$ cat src/rtl/adc_fe_pkg.sv
package adc_fe_pkg;

    localparam int CH_BITS  = 3;
    localparam int CB_BITS  = CH_BITS + 5;
    localparam int RES_BITS = 12;

    typedef enum logic [1:0] {
        MODE_FULL_PD = 2'b00,
        MODE_FAST_PD = 2'b01,
        MODE_INT_CLK = 2'b10,
        MODE_EXT_CLK = 2'b11
    } pmode_e;

    typedef struct packed {
        logic [CH_BITS-1:0] chan;
        logic               unipolar;
        logic               single_ended;
        pmode_e             mode;
    } ctrl_t;

    localparam ctrl_t CTRL_RESET = '{
        chan:         '0,
        unipolar:     1'b0,
        single_ended: 1'b0,
        mode:         MODE_FULL_PD
    };

    // Word below the start bit, bit (CB_BITS-2) down to bit 0.
    function automatic ctrl_t decode_ctrl(input logic [CB_BITS-2:0] body);
        ctrl_t d;
        d.chan         = body[CB_BITS-2 -: CH_BITS];
        d.unipolar     = body[3];
        d.single_ended = body[2];
        d.mode         = pmode_e'(body[1:0]);
        return d;
    endfunction

endpackage

$ cat src/rtl/adc_cb_rx.sv
module adc_cb_rx
    import adc_fe_pkg::*;
#(
    parameter int WORD_BITS = CB_BITS
) (
    input  logic  sclk,
    input  logic  rst,
    input  logic  cs_n,
    input  logic  din,
    output logic  word_done,
    output ctrl_t ctrl
);

    localparam int BODY_W = WORD_BITS - 2;
    localparam int CNT_W  = $clog2(WORD_BITS);
    localparam logic [CNT_W-1:0] LAST = CNT_W'(WORD_BITS - 1);

    logic [CNT_W-1:0]  bit_cnt;
    logic [BODY_W-1:0] body_q;
    logic              take_last;

    assign take_last = !cs_n && (bit_cnt == LAST);

    // bit_cnt == 0 means searching for the start bit
    always_ff @(posedge sclk) begin
        if (rst || cs_n) begin
            bit_cnt   <= '0;
            word_done <= 1'b0;
            body_q    <= '0;
        end else begin
            word_done <= 1'b0;
            if (bit_cnt == '0) begin
                if (din) begin
                    bit_cnt <= CNT_W'(1);
                end
            end else begin
                body_q <= {body_q[BODY_W-2:0], din};
                if (bit_cnt == LAST) begin
                    bit_cnt   <= '0;
                    word_done <= 1'b1;
                end else begin
                    bit_cnt <= bit_cnt + CNT_W'(1);
                end
            end
        end
    end

    always_ff @(posedge sclk) begin
        if (rst) begin
            ctrl <= CTRL_RESET;
        end else if (take_last) begin
            ctrl <= decode_ctrl({body_q, din});
        end
    end

    AST_WORD_FRAMED: assert property (@(posedge sclk) disable iff (rst)
        word_done |-> ($past(bit_cnt) == LAST && !$past(cs_n))) else $error("frame length");
    AST_DONE_PULSE: assert property (@(posedge sclk) disable iff (rst)
        word_done |=> !word_done) else $error("done pulse");

endmodule

$ cat src/rtl/adc_res_tx.sv
module adc_res_tx
    import adc_fe_pkg::*;
#(
    parameter int RES_W = RES_BITS
) (
    input  logic             sclk,
    input  logic             rst,
    input  logic             cs_n,
    input  logic             word_done,
    input  logic             ext_mode,
    input  logic [RES_W-1:0] result_in,
    output logic             sstrb_q,
    output logic             dout_q
);

    localparam int CNT_W = $clog2(RES_W + 1);

    logic [RES_W-1:0] shreg;
    logic [CNT_W-1:0] left;

    always_ff @(negedge sclk) begin
        if (rst || cs_n) begin
            sstrb_q <= 1'b0;
            dout_q  <= 1'b0;
            shreg   <= '0;
            left    <= '0;
        end else begin
            sstrb_q <= 1'b0;
            if (left != '0) begin
                dout_q <= shreg[RES_W-1];
                shreg  <= {shreg[RES_W-2:0], 1'b0};
                left   <= left - CNT_W'(1);
            end else begin
                dout_q <= 1'b0;
                if (word_done && ext_mode) begin
                    sstrb_q <= 1'b1;
                    shreg   <= result_in;
                    left    <= CNT_W'(RES_W);
                end
            end
        end
    end

    AST_STRB_ONE_PERIOD: assert property (@(negedge sclk) disable iff (rst)
        sstrb_q |=> !sstrb_q) else $error("strobe width");
    AST_BITS_AFTER_STRB: assert property (@(negedge sclk) disable iff (rst)
        ($fell(sstrb_q) && !cs_n) |-> (left == CNT_W'(RES_W - 1))) else $error("msb slot");
    AST_TRAIL_ZERO: assert property (@(negedge sclk) disable iff (rst)
        (left == '0 && !sstrb_q && !cs_n) |=> !dout_q) else $error("trailing zero");
    AST_BUSY_NO_RESTART: assert property (@(negedge sclk) disable iff (rst)
        (word_done && left > CNT_W'(1) && !cs_n) |=> !sstrb_q) else $error("busy restart");

endmodule

$ cat src/rtl/adc_serial_frontend.sv
module adc_serial_frontend
    import adc_fe_pkg::*;
(
    input  logic                sclk,
    input  logic                rst,
    input  logic                cs_n,
    input  logic                din,
    input  logic [RES_BITS-1:0] result_in,
    output logic                dout,
    output logic                sstrb,
    output logic [CH_BITS-1:0]  chan_sel,
    output logic                unipolar,
    output logic                single_ended,
    output logic [1:0]          pwr_mode
);

    ctrl_t ctrl;
    logic  word_done;
    logic  sstrb_q;
    logic  dout_q;

    adc_cb_rx #(.WORD_BITS(CB_BITS)) u_rx (
        .sclk      (sclk),
        .rst       (rst),
        .cs_n      (cs_n),
        .din       (din),
        .word_done (word_done),
        .ctrl      (ctrl)
    );

    adc_res_tx #(.RES_W(RES_BITS)) u_tx (
        .sclk      (sclk),
        .rst       (rst),
        .cs_n      (cs_n),
        .word_done (word_done),
        .ext_mode  (ctrl.mode == MODE_EXT_CLK),
        .result_in (result_in),
        .sstrb_q   (sstrb_q),
        .dout_q    (dout_q)
    );

    // Outputs are forced low as soon as chip select rises
    assign dout         = dout_q  & ~cs_n;
    assign sstrb        = sstrb_q & ~cs_n;
    assign chan_sel     = ctrl.chan;
    assign unipolar     = ctrl.unipolar;
    assign single_ended = ctrl.single_ended;
    assign pwr_mode     = ctrl.mode;

endmodule

$ cat config.mk
export PLATFORM = sky130hd
export DESIGN_NAME = adc_serial_frontend
export DESIGN_NICKNAME = d
export VERILOG_FILES = /design/src/rtl/adc_fe_pkg.sv /design/src/rtl/adc_cb_rx.sv /design/src/rtl/adc_res_tx.sv /design/src/rtl/adc_serial_frontend.sv
export SDC_FILE = /design/constraint.sdc
export NUM_CORES = 1
export LEC_CHECK = 0
export ABC_AREA = 1
export CAP_MARGIN = 20
export CORE_MARGIN = 8
export CORE_UTILIZATION = 55
export CTS_CLUSTER_DIAMETER = 100
export CTS_CLUSTER_SIZE = 25
export DETAILED_ROUTE_END_ITERATION = 16
export PLACE_DENSITY = 0.83
export SYNTH_ARGS = -nofsm -noshare
export SYNTH_HDL_FRONTEND = slang
export SYNTH_SLANG_ARGS = --single-unit
$ cat constraint.sdc
create_clock -name sclk -period 2.65 [get_ports sclk]
set_clock_uncertainty 0.2 [all_clocks]
set_input_delay 0.53 -clock sclk [delete_from_list [all_inputs] [get_ports sclk]]
set_output_delay 0.53 -clock sclk [all_outputs]
set_load 0.01 [all_outputs]
==> impl_metrics.py <==
metrics = {
    "routing": {
        "wirelength_um": 3490,
        "ant_nets": 0,
        "drcViolationCount": 0,
        "routed-via-count": 1471,
        "routed_wire_length_per_instance_um": 11.9,
        "routed_via_density": 5.04,
        "detail_route.first_pass.iterations": 4,
        "drt_iter0_markers": 136,
    },
    "worst_setup_path": {
        "cp_max_fo": 1,
        "crit_type": "reg2out",
        "critPathCaptureType": "output pin",
        "startpoint_type": "flip-flop",
        "worstPathRequired_ns": 1.92,
        "arrival_ns": 2.26,
    },
    "flow_run": {
        "drv_cap": 0,
    },
    "sta": {
        "tightest_slew_ns": 0.338,
        "setup_viol": 2,
        "slew_headroom_pct": 77.4,
        "setup_ws_ns": -0.341,
        "final_max_slew_viol_count": 0,
        "rsz0062_at_grt": "yes",
        "hold_viol_final": 0,
    },
    "synth": {
        "ys_top_cells_by_area": "dfxtp_1 45%, nand2_1 13%, a21oi_1 6.4%, inv_1 5.3%, nor2_1 4.6%",
        "yosysWarnings": 0,
        "netlist.area_leader.share_pct": 44.9,
        "synth.avg_cell_area_um2": 7.39,
        "ys_types": 26,
        "syn_inst": 211,
        "yosys_register_bits": 35,
        "synth_nets": 230,
        "yosysSeqAreaShare_pct": 44.9,
        "synth_area_um2": 1560,
        "yosysTopAreaCell": "dfxtp_1",
    },
    "pwr": {
        "power_density_nw_per_um2": 510,
        "irDropWorstVdd_uv": 489,
        "p_leak_uw": 0.000859,
    },
    "layout": {
        "final_common_cell": "nand2_1",
        "drive_gt1_share_pct": 13.8,
        "final_cell_area_um2": 1990,
        "regArea_um2": 703,
        "mostFrequentLayoutCells": "54 x nand2_1, 38 x inv_1, 33 x dfxtp_1",
        "post-route-util_pct": 72.7,
        "area_growth_syn_to_layout_pct": 27.5,
        "multiInputGateArea_um2": 701,
        "num_antenna_cells": 0,
        "fillers": 231,
        "nets": 279,
    },
    "global_route": {
        "first_global_vias": 1414,
        "gr-usage-all-layers_pct": 14.6,
        "antenna_found_initial": 0,
        "grt_overflow": 0,
        "grt_pass1_wl_um": 5950,
        "grt_max_degree": 23,
    },
    "clocking": {
        "cts_hold_buffers": 0,
        "tritoncts": "built",
        "cts_setup_buffers": 0,
        "cts.sinks": 35,
        "root_buffer": "clkbuf_4",
        "post_cts_resized": 11,
        "cts.reportedPaths.clkPinSlew_ns": 0.11,
        "clk_latency_ns": 0.39,
        "numCtsBuffers": 5,
        "clk_path_buf_depth": 2,
        "htreeDepth": 2,
    },
    "placed_design": {
        "numPortBuffers": 24,
        "hpwl_um": 2420,
        "place_ws_ns": -0.476,
        "gp_congestion": 0.789,
        "dpl_cell_area_um2": 1870,
    },
    "die": {
        "start_util_pct": 57.0,
        "dieArea_um2": 4790,
        "rows": 19,
        "die_h_um": 69.2,
        "fp.coreArea_um2": 2730,
        "die_w_um": 69.2,
        "ioPinCount": 25,
    },
    "min_path": {
        "min_path_type": "reg2reg",
    },
    "outcome": {
        "failed_checks": "setup timing",
        "status": "finished with violations",
    },
}
-- critical path, cell delays in order (launching register included) --
cell and delay (ns):
dfxtp_2 0.32, inv_2 0.03, nor2_1 0.07, buf_2 0.13
-- through the flow --
step / hold slack (ns) / TNS (ns) / instances / power [µW]
3_5_place_dp: 0.252 / -8.26 / 267 / 652
6_report: 0.265 / -0.673 / 292 / 1010
2_1_floorplan: 0.244 / 0 / 211 / 616
4_1_cts: 0.269 / -0.694 / 292 / 1020
5_1_grt: 0.288 / -0.779 / 292 / 1070
3_3_place_gp: 0.249 / -7.87 / 267 / 651
-- layout make-up --
type,instances,area share (%)
timing repair buffer,35,16.2
tap,31,1.95
sequential,35,35.4
clock inverter,19,3.65
multi-input combinational,142,35.2
inverter,23,4.59
clock buffer,7,2.96
-- power by group --
group | leakage (µW) | total, µW | internal, µW | switching (µW)
Combinational | 0.000445 | 61.5 | 33.0 | 28.5
Sequential | 0.000283 | 536 | 533 | 3.64
Clock | 0.000131 | 416 | 173 | 243
Total | 0.000859 | 1010 | 739 | 275
-- synth_stat cells (all sizes together) --
cell    number
a211oi       1
a21oi       21
and3         1
buf          7
clkbuf       3
clkinv       1
dfxtp       35
ha           3
inv         23
nand2       55
nand3       12
nand4       11
nor2        25
nor3         2
o21ai       10
xnor2        1
-- state kept, by name, indices dropped and copies added, names as in the netlist --
name and flops:
u_rx.bit_cnt 3, u_tx.sstrb_q 1, u_rx.word_done 1, u_rx.body_q 6, u_tx.left 4, u_rx.ctrl 7, u_tx.shreg 12, u_tx.dout_q 1
-- final timing paths --
check        cells past startpoint  slack, ns                      start                    endpoint
min                              2       0.27  u_rx.ctrl[4]$_SDFFE_PP0P_   u_rx.ctrl[4]$_SDFFE_PP0P_
min reg2reg                      2       0.27  u_rx.ctrl[4]$_SDFFE_PP0P_   u_rx.ctrl[4]$_SDFFE_PP0P_
max                              3      -0.34     u_tx.dout_q$_SDFF_NP0_                        dout
max reg2reg                      6       0.12  u_rx.word_done$_SDFF_PP0_  u_tx.shreg[1]$_SDFFE_NP0P_
-- layer usage --
metal  vias up  wire, µm  GRT usage (%)
met2        40      1730           24.3
li1        777         -              -
met1       649      1540           15.6
met3         5       181           5.44
met5         -         0              0
met4         0        41           7.97
-- cell families (layout without fill, tap and decap cells) --
logic type      count (synthesis)  count (layout)  synth area share (%)
simple gates                  106             106                  30.7
compound gates                 32              32                  10.7
fa+ha+maj                       3               3                  2.41
xor+xnor                        1               1                 0.562
buf+inv                        34              84                  10.8
flops                          35              35                  44.9
(Power assumes the default switching activity.)
